--- config.mk ---
export PLATFORM = sky130hd
export DESIGN_NAME = spi_fifo_status
export DESIGN_NICKNAME = d
export VERILOG_FILES = /design/src/rtl/spi_fifo_pkg.sv /design/src/rtl/spi_byte_fifo.sv /design/src/rtl/spi_status_flags.sv /design/src/rtl/spi_fifo_status.sv
export SDC_FILE = /design/constraint.sdc
export NUM_CORES = 1
export LEC_CHECK = 0
export ABC_AREA = 1
export BUFFER_PORTS_ARGS = -buffer_cell sky130_fd_sc_hd__clkbuf_2
export CAP_MARGIN = 5
export CORE_ASPECT_RATIO = 0.9
export CORE_MARGIN = 1.5
export CORE_UTILIZATION = 45
export DETAILED_ROUTE_END_ITERATION = 10
export GPL_TIMING_DRIVEN = 0
export HOLD_SLACK_MARGIN = 0.05
export PLACE_DENSITY = 0.66
export SYNTH_ARGS = -nofsm -noshare
export SYNTH_HDL_FRONTEND = slang
export SYNTH_SLANG_ARGS = --single-unit
--- constraint.sdc ---
create_clock -name clk -period 2.9 [get_ports clk]
set_input_delay 0 -clock clk [delete_from_list [all_inputs] [get_ports clk]]
set_output_delay 0 -clock clk [all_outputs]
set_load 0.03 [all_outputs]
--- src/rtl/spi_fifo_pkg.sv ---
package spi_fifo_pkg;
  localparam int BYTE_W     = 8;
  localparam int FIFO_DEPTH = 4;
  localparam int STAT_W     = 16;
  localparam int FIELD_W    = 3;

  typedef struct packed {
    logic rx_ovf;
    logic rx_data;
    logic tx_data;
    logic tx_udf;
  } evt_t;
endpackage

--- src/rtl/spi_byte_fifo.sv ---
module spi_byte_fifo #(
  parameter int W     = 8,
  parameter int DEPTH = 4
) (
  input  logic             clk,
  input  logic             rst_n,
  input  logic             push,
  input  logic [W-1:0]     push_data,
  input  logic             pop,
  output logic [W-1:0]     head,
  output logic [$clog2(DEPTH+1)-1:0] count,
  output logic             full,
  output logic             empty
);
  localparam int PTR_W = (DEPTH > 1) ? $clog2(DEPTH) : 1;
  localparam int CNT_W = $clog2(DEPTH+1);
  localparam logic [PTR_W-1:0] LAST = PTR_W'(DEPTH-1);

  logic [W-1:0]     mem [DEPTH];
  logic [PTR_W-1:0] wr_ptr, rd_ptr;

  function automatic logic [PTR_W-1:0] bump(input logic [PTR_W-1:0] p);
    return (p == LAST) ? '0 : p + 1'b1;
  endfunction

  assign full  = (count == CNT_W'(DEPTH));
  assign empty = (count == '0);
  assign head  = mem[rd_ptr];

  always_ff @(posedge clk) begin
    if (push) mem[wr_ptr] <= push_data;
  end

  always_ff @(posedge clk or negedge rst_n) begin
    if (!rst_n) begin
      wr_ptr <= '0;
      rd_ptr <= '0;
      count  <= '0;
    end else begin
      if (push) wr_ptr <= bump(wr_ptr);
      if (pop)  rd_ptr <= bump(rd_ptr);
      unique case ({push, pop})
        2'b10:   count <= count + 1'b1;
        2'b01:   count <= count - 1'b1;
        default: count <= count;
      endcase
    end
  end

  p_no_overflow_r3: assert property (@(posedge clk) disable iff (!rst_n)
    push |-> (!full || pop));
  p_no_underflow_r4: assert property (@(posedge clk) disable iff (!rst_n)
    pop |-> !empty);
  p_hold_count_r11: assert property (@(posedge clk) disable iff (!rst_n)
    (push && pop) |=> $stable(count));
endmodule

--- src/rtl/spi_status_flags.sv ---
module spi_status_flags
  import spi_fifo_pkg::*;
(
  input  logic clk,
  input  logic rst_n,
  input  evt_t ev,
  input  logic status_rd,
  input  logic mask_rx_ovf,
  input  logic mask_tx_udf,
  output evt_t flags,
  output logic summary,
  output logic irq
);
  logic sum_ev;

  assign sum_ev = (ev.rx_ovf & ~mask_rx_ovf) | (ev.tx_udf & ~mask_tx_udf)
                | ev.rx_data | ev.tx_data;

  always_ff @(posedge clk or negedge rst_n) begin
    if (!rst_n) begin
      flags   <= '0;
      summary <= 1'b0;
    end else if (status_rd) begin
      flags   <= ev;
      summary <= sum_ev;
    end else begin
      flags   <= evt_t'(flags | ev);
      summary <= summary | sum_ev;
    end
  end

  assign irq = flags.rx_data | flags.tx_data
             | (flags.rx_ovf & ~mask_rx_ovf)
             | (flags.tx_udf & ~mask_tx_udf);

  p_read_clears_r9: assert property (@(posedge clk) disable iff (!rst_n)
    (status_rd && ev == '0) |=> (flags == '0 && !summary));
  p_event_wins_r9: assert property (@(posedge clk) disable iff (!rst_n)
    (status_rd && ev.rx_ovf) |=> flags.rx_ovf);
  p_summary_r8: assert property (@(posedge clk) disable iff (!rst_n)
    (ev.rx_data || ev.tx_data) |=> summary);
  p_irq_data_r10: assert property (@(posedge clk) disable iff (!rst_n)
    (flags.rx_data || flags.tx_data) |-> irq);
endmodule

--- src/rtl/spi_fifo_status.sv ---
module spi_fifo_status
  import spi_fifo_pkg::*;
#(
  parameter int W     = BYTE_W,
  parameter int DEPTH = FIFO_DEPTH
) (
  input  logic         clk,
  input  logic         rst_n,
  input  logic         rx_push_valid,
  input  logic [W-1:0] rx_push_data,
  output logic         rx_pop_valid,
  input  logic         rx_pop_ready,
  output logic [W-1:0] rx_pop_data,
  input  logic         tx_push_valid,
  output logic         tx_push_ready,
  input  logic [W-1:0] tx_push_data,
  input  logic         tx_start,
  output logic [W-1:0] tx_shift_data,
  input  logic [2:0]   rx_threshold,
  input  logic         irq_dir_tx,
  input  logic         mask_rx_ovf,
  input  logic         mask_tx_udf,
  input  logic         status_rd,
  output logic [STAT_W-1:0] status,
  output logic         irq
);
  localparam int CNT_W = $clog2(DEPTH+1);

  logic [CNT_W-1:0] rx_cnt, tx_cnt;
  logic rx_full, rx_empty, tx_full, tx_empty;
  logic [W-1:0] rx_head, tx_head;
  logic rx_pop, rx_acc, tx_pop, tx_acc;
  logic [CNT_W:0] rx_next;
  evt_t ev, flags;
  logic summary;
  logic excess;

  assign rx_pop = rx_pop_ready & ~rx_empty;
  assign rx_acc = rx_push_valid & (~rx_full | rx_pop);
  assign tx_acc = tx_push_valid & ~tx_full;
  assign tx_pop = tx_start & ~tx_empty;

  spi_byte_fifo #(.W(W), .DEPTH(DEPTH)) u_rx (
    .clk, .rst_n, .push(rx_acc), .push_data(rx_push_data), .pop(rx_pop),
    .head(rx_head), .count(rx_cnt), .full(rx_full), .empty(rx_empty));

  spi_byte_fifo #(.W(W), .DEPTH(DEPTH)) u_tx (
    .clk, .rst_n, .push(tx_acc), .push_data(tx_push_data), .pop(tx_pop),
    .head(tx_head), .count(tx_cnt), .full(tx_full), .empty(tx_empty));

  assign rx_next = {1'b0, rx_cnt} + (CNT_W+1)'(rx_acc) - (CNT_W+1)'(rx_pop);

  always_comb begin
    ev         = '0;
    ev.rx_ovf  = rx_push_valid & ~rx_acc;
    ev.tx_udf  = tx_start & tx_empty;
    ev.rx_data = ~irq_dir_tx & rx_acc & (rx_next > (CNT_W+1)'(rx_threshold));
    ev.tx_data = irq_dir_tx & tx_pop & ~tx_acc & (tx_cnt == CNT_W'(1));
  end

  spi_status_flags u_flags (
    .clk, .rst_n, .ev, .status_rd, .mask_rx_ovf, .mask_tx_udf,
    .flags, .summary, .irq);

  assign excess = ({1'b0, rx_cnt} > (CNT_W+1)'(rx_threshold));

  assign status = {4'b0000, excess, FIELD_W'(rx_cnt), flags.rx_ovf,
                   flags.rx_data, flags.tx_data, flags.tx_udf,
                   FIELD_W'(tx_cnt), summary};

  assign rx_pop_valid  = ~rx_empty;
  assign rx_pop_data   = rx_head;
  assign tx_push_ready = ~tx_full;
  assign tx_shift_data = tx_empty ? '0 : tx_head;

  p_ovf_keeps_count_r3: assert property (@(posedge clk) disable iff (!rst_n)
    (rx_push_valid && rx_full && !rx_pop_ready) |=> (rx_cnt == CNT_W'(DEPTH)));
  p_udf_stays_empty_r4: assert property (@(posedge clk) disable iff (!rst_n)
    (tx_start && tx_empty && !tx_push_valid) |=> (tx_cnt == '0));
  p_txirq_empty_r7: assert property (@(posedge clk) disable iff (!rst_n)
    ev.tx_data |=> tx_empty);
endmodule

After elaboration in Yosys (flattened, before gate mapping)
Memories as Yosys holds them, arrays and structs flattened. Index checks and enable logic that the tools add are counted.

Output and inout bits: 35. Memories: 2. Input port bits: 29. Register bits: 19. RAM bits: 64.

Equality and inequality tests: 11. $lt $le $gt $ge: 2. Mux-type cells: 13. Add/sub/neg operators: 10. Bitwise gates (word level): 33. Reductions and logical operators: 4.

Memory list: u_rx.mem (depth 4, width 8, read ports 1, clocked after memory_dff 0, wr ports 1, line spi_byte_fifo.sv:19) `logic [W-1:0] mem [DEPTH];`; u_tx.mem (depth 4, width 8, read ports 1, clocked after memory_dff 0, wr ports 1, line spi_byte_fifo.sv:19).

Operator list (count): $and A1 B1 Y1 (15); $eq A2 B2 Y1 const B (6); $pmux W3 S2 (2); $not A1 Y1 (9); $add A2 B1 Y2 const B (4); $mux W2 (4); $mux W8 (1); $or A1 B1 Y1 (8); $add A3 B1 Y3 const B (2); $eq A3 B3 Y1 const B (2); $logic_not A3 Y1 (2); $sub A3 B1 Y3 const B (2); $mux W1 (5); $add A3 B1 Y4 (1); $eq A2 B1 Y1 const B (2); $gt A4 B3 Y1 (1); $mux W4 (1); $or A4 B4 Y4 (1); $reduce_bool A2 Y1 (2); $sub A4 B1 Y4 (1); $eq A3 B1 Y1 const B (1); $gt A3 B3 Y1 (1).

Longest topological paths before layout
Gate-level depths: netlist of run 1.

Depth in word-level cells: 13. Depth in mapped cells: 16. Gate-level depth less buffers: 16.

Cells and area by module
From an unflattened synthesis of run 1, not the netlist that was laid out.

Cells, all modules: 403. Area, all modules: 4132.7 um2.

Modules (own cells, without submodules): spi_byte_fifo (area each 1712.9 um2, times used 2, cells an instance 146); spi_fifo_status (area each 479.2 um2, times used 1, cells an instance 81); spi_status_flags (area each 227.7 um2, times used 1, cells an instance 30).

Least setup slack after synthesis of run 1
Ideal clock, no wire load.

Kind: reg2reg. Start: register u_rx.count[2]. End: register, netlist name u_flags.flags[2]. Setup slack: 0.326 ns. Path buffers: 0. Arrival time: 2.457 ns. Cell stages (with the launch flop): 16. Library setup time: 0.118 ns. Cells stage by stage: dfrtp_1 -> inv_2 -> a21oi_2 -> ha_1 -> inv_1 -> ha_1 -> fa_1 -> ha_1 -> nand2_1 -> nand2_1 -> nand2_1 -> nand2_1 -> nand2_1 -> nand2_1 -> nand2_1 -> nand2_1.

Longest elaborated chain between the ends: 11. Elaborated cells on any way between the ends: 14. Classes of those cells: add/sub (2); order compare (1); eq/ne (1); mux (1); bitwise (8); reduce/logical (1).

Ends and longest elaborated chain: from (decl) (line spi_byte_fifo.sv:11) `output logic [$clog2(DEPTH+1)-1:0] count,`; from (signal assigned) (line spi_byte_fifo.sv:43) `2'b10: count <= count + 1'b1;`; from (signal assigned) (line spi_byte_fifo.sv:44) `2'b01: count <= count - 1'b1;`; from (signal assigned) (line spi_byte_fifo.sv:45) `default: count <= count;`; $logic_not A3 Y1 * (line spi_byte_fifo.sv:27) `assign empty = (count == '0);`; $not A1 Y1 * (line spi_fifo_status.sv:38) `assign rx_pop = rx_pop_ready & ~rx_empty;`; $and A1 B1 Y1 * (line spi_fifo_status.sv:38); net rx_pop (line spi_fifo_status.sv:32) `logic rx_pop, rx_acc, tx_pop, tx_acc;`; $or A1 B1 Y1 (line spi_fifo_status.sv:39) `assign rx_acc = rx_push_valid & (~rx_full | rx_pop);`; $and A1 B1 Y1 (line spi_fifo_status.sv:39); $add A3 B1 Y4 (line spi_fifo_status.sv:51) `assign rx_next = {1'b0, rx_cnt} + (CNT_W+1)'(rx_acc) - (CNT_W+1)'(rx_pop);`; $sub A4 B1 Y4 (line spi_fifo_status.sv:51); $gt A4 B3 Y1 (line spi_fifo_status.sv:57) `ev.rx_data = ~irq_dir_tx & rx_acc & (rx_next > (CNT_W+1)'(rx_threshold));`; $and A1 B1 Y1 * (line spi_fifo_status.sv:57); $or A4 B4 Y4 (line spi_status_flags.sv:27) `flags <= evt_t'(flags | ev);`; $mux W4 * (line spi_status_flags.sv:23) `end else if (status_rd) begin`.

The timed path passes the listed nets; every way through them passes the cells marked *. A chain may end at the register's enable or synchronous reset.

Worst setup path in the final report of run 1
Start: register u_rx.count[2]. End: register, netlist name u_flags.flags[2].

Longest elaborated chain between the ends: 11. Elaborated cells on any way between the ends: 14. Classes of those cells: add/sub (2); order compare (1); eq/ne (1); mux (1); bitwise (8); reduce/logical (1).

Ends and longest elaborated chain (line): $logic_not A3 Y1 * (spi_byte_fifo.sv:27); $not A1 Y1 * (spi_fifo_status.sv:38); $and A1 B1 Y1 * (spi_fifo_status.sv:38); net rx_pop (spi_fifo_status.sv:32); $or A1 B1 Y1 (spi_fifo_status.sv:39); $and A1 B1 Y1 (spi_fifo_status.sv:39); $add A3 B1 Y4 (spi_fifo_status.sv:51); $sub A4 B1 Y4 (spi_fifo_status.sv:51); $gt A4 B3 Y1 (spi_fifo_status.sv:57); $and A1 B1 Y1 * (spi_fifo_status.sv:57); $or A4 B4 Y4 (spi_status_flags.sv:27); $mux W4 * (spi_status_flags.sv:23).

Marked as above.

==> results of run 1 <==
==> timing repair <==
action | in CTS | in global routing
hold buffers | 24 | 0
hold endpoints to repair | 90 | 0
buffers inserted | 0 | 0
gates resized for setup | 0 | 1
setup endpoints to repair | 0 | 2
==> per-stage QoR <==
stage | hold slack [ns] | power (mW)
floorplan | -0.296 | 3.67
global placement | -0.0103 | 4.31
CTS | 0.0590 | 5.16
detailed placement | -0.000686 | 4.38
global route | 0.114 | 5.54
finish | 0.0707 | 5.11
==> kinds of logic after synthesis <==
logic type / Yosys count
AO/OA/AOI/OAI: 69
buffers and inverters: 55
XOR/XNOR: 6
adder cells (fa/ha/maj): 28
AND/OR/NAND/NOR: 108
flip-flops: 83
other: 1
==> power by group <==
part / switching, mW / total, mW / internal, mW
Clock: 0.426 / 0.742 / 0.315
Sequential: 0.177 / 1.78 / 1.60
Combinational: 1.75 / 2.59 / 0.844
==> state kept, by name (all words and copies together), names as in the netlist <==
name,cells
u_rx.wr_ptr,2
u_rx.rd_ptr,2
u_tx.count,3
u_tx.wr_ptr,2
u_tx.rd_ptr,2
u_rx.count,3
u_rx.mem,32
u_flags.summary,1
u_flags.flags,4
u_tx.mem,32
==> placed cells by master, fill, tap and decap left out, types with 2 or more instances in the layout <==
master	count
o21ai_1	12
dlygate4sd3_1	24
buf_4	9
clkinvlp_4	2
o22ai_1	8
a21oi_1	11
nand3_1	8
nor2_1	65
conb_1	4
ha_1	26
xor2_1	3
inv_1	36
o21ai_0	34
dfrtp_1	19
clkbuf_2	59
inv_2	6
inv_6	3
edfxtp_1	64
fa_1	2
clkbuf_8	9
nand2_1	28
buf_2	3
xnor2_1	3
nor2_4	2
==> per-layer routing <==
| metal | routed length, um | vias up |
|---|---|---|
| li1 | - | 1371 |
| met1 | 3640 | 1257 |
| met2 | 3560 | 72 |
| met3 | 352 | 6 |
| met4 | 84 | 0 |
| met5 | 0 | - |
==> worst paths after layout <==
kind | startpoint | endpoint | slack, ns | depth (start not counted)
min | mask_tx_udf | u_flags.summary | 0.07 | 5
max | u_rx.count[2] | u_flags.flags[2] | 0.28 | 15
min in group asynchronous | rst_n | u_rx.rd_ptr[1] | 0.14 | 2
max in group asynchronous | rst_n | u_rx.rd_ptr[0] | 2.41 | 2
min reg2reg | u_flags.flags[2] | u_flags.flags[2] | 0.53 | 2
max reg2reg | u_rx.count[2] | u_flags.flags[2] | 0.28 | 15
==> worst max-delay path, stage by stage (launching register included) <==
cell and delay, ns:
dfrtp_1 0.47, inv_2 0.12, a21oi_4 0.26, ha_1 0.27, inv_1 0.05, ha_1 0.18, fa_1 0.44, ha_1 0.30
nand2_1 0.07, nand2_1 0.04, nand2_1 0.05, nand2_1 0.04, nand2_1 0.05, nand2_1 0.05, nand2_1 0.07, nand2_1 0.05
==> layout make-up <==
class / instances / share of cell area, %
flip-flops and latches: 83 / 50.0
multi-input cells: 215 / 26.8
repair buffers: 83 / 11.2
inverters: 42 / 3.29
well taps: 119 / 3.11
clock buffers: 9 / 2.59
plain buffers: 13 / 1.96
clock inverters: 7 / 1.04
==> key figures, run 1 <==
Status
  • Status: finished clean

Die
  • I/O pin count: 64
  • Die Width: 101 um
  • Die Span Y: about 91 um
  • Core Region: approximately 8500 um^2
  • Core Rows: 32
  • Initial core utilization: a little under half
  • DIE AREA: roughly 9000 um^2

Logic synthesis
  • Ys Warns: 0
  • Share of the synthesized area in the top cell type: between 40 and 50%
  • Largest family of logic cells by synthesized area: simple AND/OR/NAND/NOR gates
  • Mean Syn Cell Area: ~11 um^2
  • Adder-cell share of the synthesized area: approximately a tenth
  • Distinct cells, synth: 29
  • Post-synthesis simple-gate area fraction: about an eighth
  • Largest cells by area after synthesis: edfxtp_1, dfrtp_1, ha_1
  • XOR/XNOR Fraction of Synth Area: 1.34%
  • EDFF count, synth: between 60 and 70
  • Post-synthesis mux area share: 0%
  • Synth async-reset ratio: 22.9%
  • Post-synth top area cell: edfxtp_1
  • Compound-gate portion of the synthesized area: 9.40%
  • Synth cell count leaders: nor2_1, edfxtp_1, inv_1, o21ai_0, nand2_1
  • Mapped Area: 3910 um^2
  • Mapped Cells: 350
  • Most common cell in the synthesized netlist: nor2_1
  • Register bit total from synthesis: between 80 and 90
  • Top FF cell, synth: edfxtp_1
  • Seq/Total Area, Yosys: 61.3%

Global routing
  • Largest net degree at the start of global routing: 20
  • Met1 usage: roughly a quarter
  • First-pass GRT wire length: around 13,000 um
  • Vias in the first global route: 2,629
  • GR Util All Layers: 18.3%
  • Gr busiest metal: met2
  • Met2 GRT Util: around 28%
  • Antenna violations before repair: 0
  • GR Util met3: 4.08%
  • Overflow after GRT: 0

Placement
  • Post-DP HPWL: 5280 um
  • Dpl ws: about 0.18 ns
  • GPL Wtd Cong: approximately 0.76
  • Area post-placement: around 4400 um^2
  • Port Buffers: 59
  • Post-placement cell count: 531

STA
  • Final Hold Viols: 0
  • Slew margin rel.: between 40% and 50%
  • Tcrit/Tclk final: between 90 and 100%
  • Max Transition Viols Final: 0
  • Skew final: ~0.0072 ns
  • Highest clock rate: roughly 0.38 GHz
  • RSZ-0062 raised after global routing: no
  • Setup violators final: 0
  • Fin crit period: around 2.6 ns
  • Slew @ Worst Pin: just under 0.9 ns
  • Post-route setup TNS: 0 ns
  • Setup ws final: around 0.28 ns

Final layout
  • Share of cells above drive strength 1: 22.1%
  • Fin nets: just over 500
  • Area grow syn2layout: 22.4%
  • ANT cells: 0
  • Multi-input logic area: between 1000 and 1500 um^2
  • Sequential standard cell area: about 2400 um^2
  • Final Core Density: 56.4%
  • Fillers: ~750
  • Post-layout instance area: approximately 4800 um^2
  • Non-Filler Instances: between 500 and 600

Setup path
  • CP max FO: 6
  • CP endpoint kind: flip-flop
  • WS Path Type: reg2reg
  • Arr. time, crit path: roughly 2.9 ns
  • CP Launch Type: flip-flop
  • Crit path required time: 3.14 ns

Routing
  • Routed wire length: 7640 um
  • Via count: ~2.7k
  • Post-DRT Antenna Nets: 0
  • Pre-antenna DRT Iters: 8
  • Drt wl/cell: ~13 um
  • # DRC: 0
  • Initial DRC count: a little under 90
  • Vias per cell: ~4.7

Hold path
  • HP Class: in2reg

Clock network
  • CTS tree: built
  • H-tree Lvls: 3
  • CTS Buffer Depth: 2
  • Clk Latency, worst-skew pair: 0.35 ns
  • CTS root buf: clkbuf_8
  • Clock transition at path regs: 0.08 ns
  • CTS buffer count: 9
  • Clock sinks: 83

Run
  • Maxcap violations: 0

Power
  • P per Cell Area: around 1100 nW/um^2
  • VDD IR-drop max: 0.584 mV
  • Lkg Pwr: between 2 and 2.5 nW
(Power assumes the default switching activity.)
==> inputs of run 2 (changes only) <==
--- a/config.mk
+++ b/config.mk
@@ -10,11 +10,12 @@
 export CAP_MARGIN = 5
 export CORE_ASPECT_RATIO = 0.9
 export CORE_MARGIN = 1.5
-export CORE_UTILIZATION = 45
+export CORE_UTILIZATION = 54
 export DETAILED_ROUTE_END_ITERATION = 10
 export GPL_TIMING_DRIVEN = 0
 export HOLD_SLACK_MARGIN = 0.05
-export PLACE_DENSITY = 0.66
+export PLACE_DENSITY = 0.77
+export RECOVER_POWER = 100
 export SYNTH_ARGS = -nofsm -noshare
 export SYNTH_HDL_FRONTEND = slang
 export SYNTH_SLANG_ARGS = --single-unit
==> key figures, run 2 (same netlist as run 1, synthesis figures left out) <==
Placement
  • Post-DP HPWL: 4990 um (-5.5%)
  • GPL Wtd Cong: 0.814 (+7.2%)
  • Port Buffers: 59 (unchanged)
  • Dpl ws: 0.166 ns (-0.0111 ns)

Routing
  • Routed wire length: 7390 um (-3.2%)
  • Metal2 WL: 3510 um (-1.3%)
  • Initial DRC count: 119 (+34%)
  • Routed metal-1 wire length: 3410 um (-6.4%)
  • Via count: 2,725 (+0.70%)
  • Vias per cell: 5.02 (+5.9%)
  • Max layer used: met4
  • Post-DRT Antenna Nets: 0 (unchanged)
  • Drt wl/cell: 13.6 um (+1.7%)
  • Pre-antenna DRT Iters: 4 (-4)
  • # DRC: 0 (unchanged)
  • Met3 WL post-DR: 363 um (+3.1%)

Power
  • P per Cell Area: 1070 nW/um^2 (+0.76%)
  • VDD IR-drop max: 0.676 mV (+16%)
  • Lkg Pwr: 1.92 nW (-6.9%)

Setup path
  • CP max FO: 7 (+1)
  • Crit path from: u_rx.count[1]
  • CP endpoint kind: flip-flop
  • Crit path required time: 3.12 ns (-0.02 ns)
  • CP Launch Type: flip-flop
  • R2r startpoint: u_rx.count[1]
  • Arr. time, crit path: 2.88 ns (+0.02 ns)
  • WS Path Type: reg2reg

STA
  • Slew @ Worst Pin: 1.07 ns (+0.206 ns)
  • Fin crit period: 2.65 ns (+0.0339 ns)
  • Max Transition Viols Final: 0 (unchanged)
  • Final Hold Viols: 0 (unchanged)
  • Setup ws final: 0.247 ns (-0.0339 ns)
  • Setup violators final: 0 (unchanged)
  • Slew margin rel.: 28.6% (-14 points)
  • Post-route setup TNS: 0 ns (unchanged)
  • Tcrit/Tclk final: 91.5% (+1.2 points)
  • Skew final: 0.00981 ns (+0.00264 ns)
  • Highest clock rate: 0.377 GHz (-1.3%)
  • RSZ-0062 raised after global routing: no

Die
  • Initial core utilization: 55.6% (+9.5 points)
  • Core Region: 7040 um^2 (-17%)
  • Core Rows: 29 (-9.4%)
  • DIE AREA: 7770 um^2 (-16%)
  • Die Span Y: 83.8 um (-8.4%)
  • Die Width: 92.7 um (-8.5%)
  • I/O pin count: 64 (unchanged)

Global routing
  • Largest net degree at the start of global routing: 20 (unchanged)
  • GR Util All Layers: 21.1% (+2.8 points)
  • Antenna violations before repair: 0 (unchanged)
  • First-pass GRT wire length: 12,500 um (-0.87%)
  • Overflow after GRT: 0 (unchanged)
  • Vias in the first global route: 2,708 (+3.0%)

Final layout
  • Commonest non-fill, non-tap cell in the layout: nor2_1
  • Share of cells above drive strength 1: 10.2% (-12 points)
  • Area grow syn2layout: 19.6%
  • Most frequent cells in the layout: nor2_1, edfxtp_1, clkbuf_1
  • ANT cells: 0 (unchanged)
  • Fillers: 563 (-25%)
  • Fin nets: 503 (-0.20%)
  • Biggest regs: u_rx.mem (32), u_tx.mem (32), u_flags.flags (4)

Clock network
  • CTS buffer count: 9 (unchanged)
  • Clk Latency, worst-skew pair: 0.34 ns (about the same)
  • Clock sinks: 83 (unchanged)
  • CTS tree: built
  • Clock transition at path regs: 0.08 ns (about the same)
  • Postcts setup bufs: 0 (unchanged)
  • CTS root buf: clkbuf_8
  • CTS Buffer Depth: 2 (unchanged)
  • H-tree Lvls: 3 (unchanged)

Run
  • Maxcap violations: 0 (unchanged)

Status
  • Status: finished clean

Hold path
  • Min-delay src: rx_pop_ready
  • HP Class: in2reg
==> run 2: layer usage <==
layer | global-route usage [%] | vias to the layer above
li1 | - | 1371
met2 | 34.4 | 72
met5 | 0 | -
met3 | 3.01 | 9
met1 | 28.3 | 1273
met4 | 9.09 | 0
==> run 2: repair_timing <==
action / 4_1_cts / 5_1_grt
setup endpoints to repair: 0 / 2
resized for setup: 0 / 1
hold buffers: 23 / 0
endpoints found under the hold margin: 90 / 0
==> run 2: critical path, cell delays in order (launching register included) <==
cell and delay [ns]:
dfrtp_1 0.48, nor2_4 0.19, nand3_1 0.08, nand2_1 0.22, inv_2 0.11, ha_1 0.24, fa_1 0.38, xor2_1 0.17
ha_1 0.29, nand2_1 0.07, nand2_1 0.05, nand2_1 0.06, nand2_1 0.07, nand2_1 0.08, nand2_1 0.05
==> run 2: final cells by class <==
cell class	instances	area, um^2	area share [%]
sequential	83	2400	51.2
multi-input combinational	215	1270	27.1
timing repair buffer	82	467	9.97
inverter	42	158	3.37
clock buffer	10	128	2.73
tap	93	116	2.49
buffer	13	92.6	1.98
clock inverter	5	55.1	1.18
==> run 2: path summary, 6_finish.rpt <==
check                                   end  slack [ns]  cells past startpoint
max                         u_flags.summary        0.25                     14
max reg2reg                 u_flags.summary        0.25                     14
max in group asynchronous  u_flags.flags[3]        1.87                      2
min in group asynchronous     u_tx.count[2]        0.38                      2
min                          u_rx.rd_ptr[0]        0.09                      5
min reg2reg                u_flags.flags[1]        0.52                      2
==> run 2: power by group <==
group / switching, mW / internal [mW] / total (mW)
registers: 0.174 / 1.60 / 1.77
logic: 1.72 / 0.763 / 2.48
clock network: 0.383 / 0.391 / 0.774
==> run 2: stage by stage <==
step	total power, mW	instances	util [%]	hold slack (ns)	cell area [um^2]
detailed placement	4.35	505	61.6	-0.00309	4340
finish	5.03	543	66.5	0.0873	4680
CTS	5.15	543	67.5	0.0722	4750
global route	5.44	543	66.5	0.112	4680
global placement	4.26	505	61.6	-0.00240	4340
floorplan	3.67	353	-	-0.296	3930
==> inputs of run 3 (changes only) <==
--- a/config.mk
+++ b/config.mk
@@ -8,7 +8,7 @@
 export ABC_AREA = 1
 export BUFFER_PORTS_ARGS = -buffer_cell sky130_fd_sc_hd__clkbuf_2
 export CAP_MARGIN = 5
-export CORE_ASPECT_RATIO = 0.9
+export CORE_ASPECT_RATIO = 1.1
 export CORE_MARGIN = 1.5
 export CORE_UTILIZATION = 54
 export DETAILED_ROUTE_END_ITERATION = 10
==> key figures, run 3 (same netlist as run 1, synthesis figures left out) <==
Setup path
  • Cell family with most CP delay: adder cells
  • CP endpoint kind: flip-flop
  • Most frequent CP cell: nand2_1
  • FF-to-FF path depth: 15 (+1)
  • FF-to-FF End: u_flags.summary
  • CP max FO: 6 (-1)
  • CP Launch Type: flip-flop
  • Crit path required time: 3.14 ns (+0.02 ns)
  • Worst path depth: 15 (+1)
  • R2r startpoint: u_rx.count[2]
  • Register-to-register setup slack: 0.24 ns (about the same)
  • WS Path Type: reg2reg
  • Worst path cell trace: inv_2 > a21oi_4 > ha_1 > inv_1 > ha_1 > fa_1 > ha_1 > nand2_1 > nand2_1 > nand2_1 > nand2_1 > nand2_1 > nand2_1 > nand2_1 > nand2_1
  • Delay of the slowest critical-path stage: 0.48 ns (about the same)
  • Crit path buf inv count: 2 (+1)
  • Arr. time, crit path: 2.90 ns (+0.02 ns)
  • Slowest stage cell, crit path: dfrtp_1

Clock network
  • CTS buffer count: 9 (unchanged)
  • CTS root buf: clkbuf_8
  • Clock sinks: 83 (unchanged)
  • H-tree Lvls: 3 (unchanged)
  • Postcts setup bufs: 0 (unchanged)
  • Clock transition at path regs: 0.08 ns (about the same)
  • CTS tree: built
  • CTS Buffer Depth: 2 (unchanged)
  • Clk Latency, worst-skew pair: 0.35 ns (about the same)

Status
  • Status: finished clean

STA
  • Slew margin rel.: 31.3% (+2.7 points)
  • Setup ws final: 0.240 ns (-0.00683 ns)
  • Highest clock rate: 0.376 GHz (-0.26%)
  • Setup violators final: 0 (unchanged)
  • RSZ-0062 raised after global routing: no
  • Max Transition Viols Final: 0 (unchanged)
  • Fin crit period: 2.66 ns (+0.00683 ns)
  • Tcrit/Tclk final: 91.7% (+0.24 points)
  • Slew @ Worst Pin: 1.03 ns (-0.0406 ns)
  • Skew final: 0.0111 ns (+0.00126 ns)
  • Post-route setup TNS: 0 ns (unchanged)
  • Final Hold Viols: 0 (unchanged)
  • WHS: 0.0871 ns (-0.000231 ns)

Routing
  • Initial DRC count: 110 (-7.6%)
  • Vias per cell: 5.21 (+3.8%)
  • Via count: 2,807 (+3.0%)
  • Routed wire length: 7790 um (+5.4%)
  • # DRC: 0 (unchanged)
  • Pre-antenna DRT Iters: 4 (unchanged)
  • Drt wl/cell: 14.5 um (+6.2%)
  • Post-DRT Antenna Nets: 0 (unchanged)

Global routing
  • First-pass GRT wire length: 12,900 um (+3.2%)
  • Largest net degree at the start of global routing: 20 (unchanged)
  • Overflow after GRT: 0 (unchanged)
  • Vias in the first global route: 2,878 (+6.3%)
  • Antenna violations before repair: 0 (unchanged)
  • GR Util All Layers: 21.6% (+0.50 points)

Placement
  • Post-placement cell count: 497 (-1.6%)
  • Post-DP HPWL: 5070 um (+1.6%)
  • Dpl ws: 0.212 ns (+0.0457 ns)
  • GPL Wtd Cong: 0.786 (-3.4%)
  • Port Buffers: 59 (unchanged)

Final layout
  • Non-Filler Instances: 539 (-0.74%)
  • Most frequent cells in the layout: nor2_1, edfxtp_1, clkbuf_1
  • ANT cells: 0 (unchanged)
  • Share of cells above drive strength 1: 9.91% (-0.31 points)
  • Biggest regs: u_rx.mem (32), u_tx.mem (32), u_flags.flags (4)
  • Area grow syn2layout: 19.8%
  • Commonest non-fill, non-tap cell in the layout: nor2_1
  • Fillers: 537 (-4.6%)
  • Fin nets: 506 (+0.60%)

Run
  • Maxcap violations: 0 (unchanged)

Power
  • P per Cell Area: 1080 nW/um^2 (+0.58%)
  • Sw Ratio: 45.6% (+0.35 points)
  • Pint: 2.76 mW (+0.15%)
  • NetSw: 2.31 mW (+1.6%)
  • Combinational share of power: 49.6% (+0.3 points)
  • Lkg Pwr: 1.92 nW (-0.27%)
  • Power share of the clock group: 15.3% (about the same)
  • VDD IR-drop max: 0.635 mV (-6.1%)
  • Reg power frac: 35.1% (-0.2 points)

Die
  • Core Region: 7010 um^2 (-0.46%)
  • I/O pin count: 64 (unchanged)
  • DIE AREA: 7770 um^2 (about the same)
  • Die Width: 84.2 um (-9.2%)
  • Initial core utilization: 55.9% (+0.26 points)
  • Die Span Y: 92.3 um (+10%)
  • Core Rows: 32 (+10%)

Hold path
  • Hold path depth: 5 (unchanged)
  • Endpoint, Worst Hold: u_flags.summary
  • HP Class: in2reg
  • Min-delay src: mask_tx_udf
[run 3: changes by cell type in the layout (fill, tap and decap cells not counted), sizes merged]
cell         previous run  this run
buf                    12        11
clkinv                  3         5
dlygate4sd3            23        26
[run 3: worst min-delay path, stage by stage]
cell,delay (ns)
clkbuf_2,0.10
o21a_1,0.12
nand2_1,0.05
nor2_1,0.08
nand2_1,0.06
[run 3: cell type report]
class	instances	area [um^2]	area share, %
Buffer	13	91.3	1.95
Clock buffer	9	124	2.64
Clock inverter	7	58.8	1.25
Inverter	42	158	3.36
Multi-Input combinational cell	215	1260	26.8
Sequential cell	83	2400	51.1
Tap cell	85	106	2.27
Timing Repair Buffer	85	498	10.6
[run 3: power groups by stage]
stage,registers [mW],clock network (mW),logic [mW]
floorplan,1.88,0,1.79
global placement,1.79,0,2.48
detailed placement,1.80,0,2.57
CTS,1.78,0.792,2.61
global route,1.81,0.838,2.80
finish,1.78,0.775,2.52
[run 3: how the worst max path moves through the flow]
stage,from,to,slack [ns]
after floorplan,u_rx.count[2],u_flags.flags[2],0.33
after global placement,u_rx.count[2],u_flags.flags[2],0.23
after detailed placement,u_rx.count[2],u_flags.summary,0.21
after CTS,u_rx.count[2],u_flags.summary,0.18
after global routing,u_rx.count[1],u_flags.flags[2],0.04
final,u_rx.count[2],u_flags.summary,0.24
[run 3: routing by layer]
metal	vias up	global-route usage, %	wire length (um)
met5	-	0	0
met4	0	8.33	126
met3	11	4.01	339
met2	77	38.5	4050
met1	1344	25.9	3280
li1	1375	-	-
[run 3: repair_timing]
action | 4_1_cts | 5_1_grt
hold buffers | 26 | 0
hold endpoints to repair | 91 | 0
endpoints found under the setup margin | 0 | 2
resized for setup | 0 | 1
[run 3: stage by stage]
stage / cell area [um^2] / power, mW / utilization [%]
detailed placement: 4330 / 4.37 / 61.8
global route: 4690 / 5.45 / 66.9
CTS: 4770 / 5.19 / 68.1
global placement: 4330 / 4.27 / 61.8
finish: 4690 / 5.07 / 66.9
floorplan: 3930 / 3.67 / -
